File: src/rtl/col_sad_pkg.sv
package col_sad_pkg;

    localparam int PIX_W_DEF = 8;
    localparam int ROWS_DEF  = 4;

    // Per-cycle control shared by every stage of the chain
    typedef struct packed {
        logic clr;   // wipe partial sums
        logic adv;   // consume the broadcast reference pixel
    } stage_ctl_t;

    // Width that holds ROWS maximal absolute differences
    function automatic int sad_bits(input int pix_w, input int rows);
        return pix_w + $clog2(rows);
    endfunction

    function automatic int sad_peak(input int pix_w, input int rows);
        return rows * ((1 << pix_w) - 1);
    endfunction

endpackage

File: src/rtl/col_sad_stage.sv
module col_sad_stage
    import col_sad_pkg::*;
#(
    parameter int PIX_W = PIX_W_DEF,
    parameter int SAD_W = sad_bits(PIX_W_DEF, ROWS_DEF),
    parameter int IDX   = 0
) (
    input  logic             clk,
    input  logic             rst,
    input  stage_ctl_t       ctl,
    input  logic             load_cur,
    input  logic [PIX_W-1:0] cur_pix,
    input  logic [PIX_W-1:0] ref_pix,
    input  logic [SAD_W-1:0] part_in,
    output logic [SAD_W-1:0] part_out
);

    localparam int PART_MAX = sad_peak(PIX_W, IDX + 1);

    logic [PIX_W-1:0] cur_q;
    logic [SAD_W-1:0] part_q;
    logic [SAD_W-1:0] absd;

    always_comb begin
        if (cur_q > ref_pix) absd = SAD_W'(cur_q - ref_pix);
        else                 absd = SAD_W'(ref_pix - cur_q);
    end

    always_ff @(posedge clk) begin
        if (rst)           cur_q <= '0;
        else if (load_cur) cur_q <= cur_pix;
    end

    always_ff @(posedge clk) begin
        if (rst || ctl.clr) part_q <= '0;
        else if (ctl.adv)   part_q <= part_in + absd;
    end

    assign part_out = part_q;

    // a stage never holds more than IDX+1 worst-case differences
    assert_part_bound_R8: assert property (@(posedge clk) disable iff (rst)
        part_q <= SAD_W'(PART_MAX));

    // without advance or clear the partial sum is frozen
    assert_part_stall_R6: assert property (@(posedge clk) disable iff (rst)
        (!ctl.adv && !ctl.clr) |=> $stable(part_q));

endmodule

File: src/rtl/col_sad_fill.sv
module col_sad_fill
    import col_sad_pkg::*;
#(
    parameter int ROWS = ROWS_DEF
) (
    input  logic       clk,
    input  logic       rst,
    input  logic       start,
    input  logic       ref_valid,
    output stage_ctl_t ctl,
    output logic       out_valid
);

    localparam int CW = (ROWS > 1) ? $clog2(ROWS) : 1;
    localparam logic [CW-1:0] PRIMED = CW'(ROWS - 1);

    logic [CW-1:0] fill_q;
    logic          vld_q;

    always_comb begin
        ctl.clr = start;
        ctl.adv = ref_valid && !start;
    end

    always_ff @(posedge clk) begin
        if (rst || start) begin
            fill_q <= '0;
        end else if (ref_valid && fill_q != PRIMED) begin
            fill_q <= fill_q + 1'b1;
        end
    end

    always_ff @(posedge clk) begin
        if (rst) vld_q <= 1'b0;
        else     vld_q <= ref_valid && !start && (fill_q == PRIMED);
    end

    assign out_valid = vld_q;

    // a restart suppresses any result in the following cycle
    assert_restart_R9: assert property (@(posedge clk) disable iff (rst)
        start |=> !out_valid);

    // fill counter only moves on accepted pixels or restart
    assert_fill_move_R4: assert property (@(posedge clk) disable iff (rst)
        (!ref_valid && !start) |=> $stable(fill_q));

endmodule

File: src/rtl/col_sad_systolic.sv
module col_sad_systolic
    import col_sad_pkg::*;
#(
    parameter int PIX_W = PIX_W_DEF,
    parameter int ROWS  = ROWS_DEF
) (
    input  logic                          clk,
    input  logic                          rst,
    input  logic                          start,
    input  logic [ROWS*PIX_W-1:0]         cur_col,
    input  logic                          ref_valid,
    input  logic [PIX_W-1:0]              ref_pix,
    output logic                          sad_valid,
    output logic [sad_bits(PIX_W,ROWS)-1:0] sad
);

    localparam int SAD_W   = sad_bits(PIX_W, ROWS);
    localparam int SAD_TOP = sad_peak(PIX_W, ROWS);

    stage_ctl_t       ctl;
    logic [SAD_W-1:0] chain [ROWS+1];

    assign chain[0] = '0;

    col_sad_fill #(.ROWS(ROWS)) u_fill (
        .clk       (clk),
        .rst       (rst),
        .start     (start),
        .ref_valid (ref_valid),
        .ctl       (ctl),
        .out_valid (sad_valid)
    );

    for (genvar g = 0; g < ROWS; g++) begin : g_stage
        col_sad_stage #(
            .PIX_W (PIX_W),
            .SAD_W (SAD_W),
            .IDX   (g)
        ) u_stage (
            .clk      (clk),
            .rst      (rst),
            .ctl      (ctl),
            .load_cur (start),
            .cur_pix  (cur_col[g*PIX_W +: PIX_W]),
            .ref_pix  (ref_pix),
            .part_in  (chain[g]),
            .part_out (chain[g+1])
        );
    end

    assign sad = chain[ROWS];

    // a gap yields no result and freezes the output
    assert_stall_hold_R6: assert property (@(posedge clk) disable iff (rst)
        (!ref_valid && !start) |=> (!sad_valid && $stable(sad)));

    // each flagged result comes from a pixel accepted one cycle earlier
    assert_valid_src_R5: assert property (@(posedge clk) disable iff (rst)
        sad_valid |-> $past(ref_valid && !start));

    // output stays inside the representable range
    assert_sad_range_R8: assert property (@(posedge clk) disable iff (rst)
        sad <= SAD_W'(SAD_TOP));

    // a start cycle leaves the output cleared
    assert_start_clear_R2: assert property (@(posedge clk) disable iff (rst)
        start |=> (sad == '0));

endmodule

File: config.mk
export PLATFORM = sky130hd
export DESIGN_NAME = col_sad_systolic
export DESIGN_NICKNAME = d
export VERILOG_FILES = /design/src/rtl/col_sad_pkg.sv /design/src/rtl/col_sad_stage.sv /design/src/rtl/col_sad_fill.sv /design/src/rtl/col_sad_systolic.sv
export SDC_FILE = /design/constraint.sdc
export NUM_CORES = 1
export LEC_CHECK = 0
export BUFFER_PORTS_ARGS = -buffer_cell sky130_fd_sc_hd__buf_4
export CORE_AREA = 10 10 127 141
export CTS_CLUSTER_DIAMETER = 100
export CTS_CLUSTER_SIZE = 28
export DETAILED_ROUTE_END_ITERATION = 7
export DIE_AREA = 0 0 137 151
export HOLD_SLACK_MARGIN = 0.12
export PLACE_DENSITY = 0.62
export SLEW_MARGIN = 20
export SYNTH_ARGS = -nofsm -noshare
export SYNTH_HDL_FRONTEND = slang
export SYNTH_SLANG_ARGS = --single-unit
export TNS_END_PERCENT = 30
File: constraint.sdc
create_clock -name clk -period 4.45 [get_ports clk]
set_input_delay 0.2225 -clock clk [delete_from_list [all_inputs] [get_ports clk]]
set_output_delay 0.2225 -clock clk [all_outputs]
set_load 0.02 [all_outputs]
==> qor_table.md <==
| Metric | This run | Unit |
|:---|:---|:---|
| Result of the run | finished clean | - |
| Minimum clock period | 3970 | ps |
| Remaining max-slew budget at the tightest pin | 56.3 | % |
| Placement-stage worst setup slack | 301 | ps |
| CTS tree | done | - |
| Worst hold-check slack | 122 | ps |
| Post-layout nets | 997 | - |
| Total die area | 20700 | sq um |
| DR DRC count | 0 | - |
| Total congestion overflow | 0 | - |
| Placeable core region | 14900 | sq um |
| Cell internal power dissipation | 1.55 | mW |
| Y dimension of the die | 151 | um |
| Fin cells | 1051 | - |
| Clock buffer count from CTS | 9 | - |
| Worst Skew | 7.41 | ps |
| Post-DR wirelength/cell | 17.8 | um |
| Proportion of power drawn by flip-flops and latches | 31.2 | % |
| Combinational Power Share | 37.6 | % |
| Tot Pwr | 2.38 | mW |
| Post-detailed-routing wire length | 18700 | um |
| Post-placement cell area | 7090 | sq um |
| Final hold violation count | 0 | - |
| Busiest layer in global routing | met2 | - |
| FMAX | 252 | MHz |
| Leakage component of the power | 3.55 | nW |
| Synth Cell Area | 6620 | sq um |
| Met3 usage | 3.31 | % |
| Layout cell share with drive strength beyond 1 | 10.5 | % |
| Number of DRC markers in iteration 0 | 340 | - |
| Floorplan die width | 137 | um |
| Most common library cell in the layout ignoring fill and taps | sky130_fd_sc_hd__ha_1 | - |
| Clock-pin slew reported for the worst setup and hold paths after clock tree synthesis | 60 | ps |
| Number of antenna violations at the first check in global routing | 0 | - |
| Number of cells upsized or downsized after cts | 0 | - |
| Transition time of the tightest slew-check pin | 655 | ps |
| Data arrival time of the critical path | 4210 | ps |
| Synth-to-Final Area Change | 15.4 | % |
| Port Buf Inserts | 54 | - |
| Final number of setup-violating endpoints | 0 | - |
| Worst setup path class | register to register | - |
| Post-detailed-placement half-perimeter wirelength | 15200 | um |
| CP required | 4690 | ps |
| Max Buffers Root-to-Sink | 2 | - |
| Total global routing track utilization | 18.5 | % |
| Primary FF master, synth | sky130_fd_sc_hd__dfxtp_1 | - |
| Relative contribution of the clock network to total power | 31.2 | % |
| FF-to-FF setup slack | 480 | ps |
| Per-instance average area after synthesis | 8.28 | sq um |
| Net switching share of the total power | 34.8 | % |
| Area of all placed cells without fillers | 7640 | sq um |
| Placer's final routability congestion estimate | 0.957 | - |
| Met1 track demand over resource | 23.0 | % |
| H-tree levels | 3 | - |
| Share of flip-flops with an asynchronous set or reset after synthesis | 0 | % |
| Global-route wire length before repair | 30000 | um |
| Power dissipated by switching net loads | 0.830 | mW |
| Yosys warning total | 0 | - |
| Final-layout setup total negative slack | 0 | ps |
| Number of pins exceeding their max-slew limit in the final report | 0 | - |
| Series of cell instances along the critical path | ha_1, a21oi_1, o21ai_0, a31oi_1, o22a_1, mux2_2, ha_1, a211o_1, o211ai_1, nand3_1, and4_1, or3_1, nor4bb_1, a211o_1 | - |
| Syn Nets | 946 | - |
| Number of antenna cells inserted | 0 | - |
| PwrDens | 312 | nW/um^2 |
| Count of antenna-violating nets left after detailed routing | 0 | - |
| Max VDD drop | 173 | uV |
| Total I/O pin count | 55 | - |
| Met2 capacity usage during global routing | 30.5 | % |
| Number of distinct library cells after synthesis | 64 | - |
| Routed via count | 5716 | - |
| Cell at the root of the clock tree | sky130_fd_sc_hd__clkbuf_16 | - |
| Number of synthesized register bits | 74 | - |
| Maxcap violations | 0 | - |
| Maximum fanout count along the critical path | 7 | - |
| Final core area utilization | 51.1 | % |
| Number of optimization iterations in the first detailed-route pass | 5 | - |
| Post-synthesis sequential area ratio | 22.4 | % |
| Biggest cell delay along the critical path | 400 | ps |
| Buffer count from post-CTS setup fixing | 0 | - |
| Category of the worst setup path launch point | register | - |
| Detailed-route vias per instance | 5.44 | - |
| Leading cell types in the layout, fill and taps excluded | sky130_fd_sc_hd__ha_1, sky130_fd_sc_hd__nor2_1, sky130_fd_sc_hd__dfxtp_1 | - |
| Clock sink total | 74 | - |
| Insertion delay of the later-clocked pin in the worst-skew pair | 350 | ps |
| Starting density of the core | 44.3 | % |
| Setup slack of the critical path after layout | 481 | ps |
| Post-synth EDFFs | 0 | - |
| Unrepaired setup endpoints after global routing | no | - |
| Number of instances in the synthesized netlist | 799 | - |
| Kind of end point of the critical path | register | - |
| Number of cells in the design after placement | 1010 | - |
| Maximum number of pins on one net before global-route repair | 62 | - |
| Period Utilization, post-route | 89.2 | % |
| Worst Hold Class | input port to register | - |
| Critical path's slowest cell | sky130_fd_sc_hd__mux2_2 | - |
| FP Rows | 47 | - |
| Number of global-route vias before repair | 5740 | - |
-- sequential cells by signal, indices dropped and copies added, names as in the netlist --
register	cells
g_stage.u_stage.part_out	39
g_stage.u_stage.cur_q	32
u_fill.fill_q	2
u_fill.out_valid	1
-- routing by layer --
layer | vias up | share of wire, %
li1 | 2899 | -
met1 | 2674 | 46
met2 | 119 | 48
met3 | 24 | 3.9
met4 | 0 | 2.8
met5 | - | 0
-- worst max-delay path, delay by kind of cell, from the launching register on --
kind	cells	cell delay, ps
AND/OR/NAND/NOR	4	850
flip-flops	1	320
AO/OA/AOI/OAI	7	1620
adder cells (fa/ha/maj)	2	670
multiplexers	1	400
-- layout make-up --
class | count | area, sq um
well taps | 196 | 245
repair buffers | 84 | 693
fillers | 1462 | 7300
clock inverters | 4 | 51.3
inverters | 73 | 274
multi-input cells | 608 | 4640
flip-flops and latches | 74 | 1480
clock buffers | 12 | 246
-- synth_stat cells, types with 17 or more instances --
master,count,area [sq um]
sky130_fd_sc_hd__a21o_1,21,158
sky130_fd_sc_hd__mux2i_1,56,561
sky130_fd_sc_hd__inv_1,73,274
sky130_fd_sc_hd__xnor2_1,24,210
sky130_fd_sc_hd__ha_1,92,1150
sky130_fd_sc_hd__o21ai_0,46,230
sky130_fd_sc_hd__dfxtp_1,74,1480
sky130_fd_sc_hd__a21oi_1,45,225
sky130_fd_sc_hd__clkbuf_1,22,82.6
sky130_fd_sc_hd__nor2b_1,17,106
sky130_fd_sc_hd__nand2_1,30,113
sky130_fd_sc_hd__nor2_1,78,293
-- power by group through the flow --
| stage | Sequential (mW) | Combinational, mW | Clock [mW] |
|---|---|---|---|
| after detailed placement | 0.759 | 0.875 | 0 |
| final | 0.744 | 0.898 | 0.743 |
| after floorplan | 0.743 | 0.653 | 0 |
| after CTS | 0.745 | 0.896 | 0.759 |
| after global routing | 0.750 | 0.997 | 0.786 |
| after global placement | 0.758 | 0.864 | 0 |
-- worst paths after layout --
path                                               start                                           to  depth (start not counted)
max reg2reg     g_stage[2].u_stage.cur_q[2]$_SDFFE_PP0P_  g_stage[2].u_stage.part_out[9]$_SDFFE_PP0P_                         14
min reg2reg  g_stage[3].u_stage.part_out[5]$_SDFFE_PP0P_  g_stage[3].u_stage.part_out[5]$_SDFFE_PP0P_                          2
max             g_stage[2].u_stage.cur_q[2]$_SDFFE_PP0P_  g_stage[2].u_stage.part_out[9]$_SDFFE_PP0P_                         14
min                                          cur_col[25]     g_stage[3].u_stage.cur_q[1]$_SDFFE_PP0P_                          3
-- logic make-up (layout without fill, tap and decap cells) --
group                      Yosys count  after routing  share of synthesized area, %
and+or+nand+nor                    220            220                          16.9
AOI/OAI and AO/OA                  189            189                          18.4
buffers and inverters              117            173                          7.45
adders and majority gates          103            103                          20.7
DFF                                 74             74                          22.4
muxes                               64             64                          9.92
xor gates and xnor gates            32             32                          4.23
-- repair_timing --
item	CTS	global route
hold buffers	25	0
endpoints found under the hold margin	25	0
endpoints found under the setup margin	0	0
(Power assumes the default switching activity.)
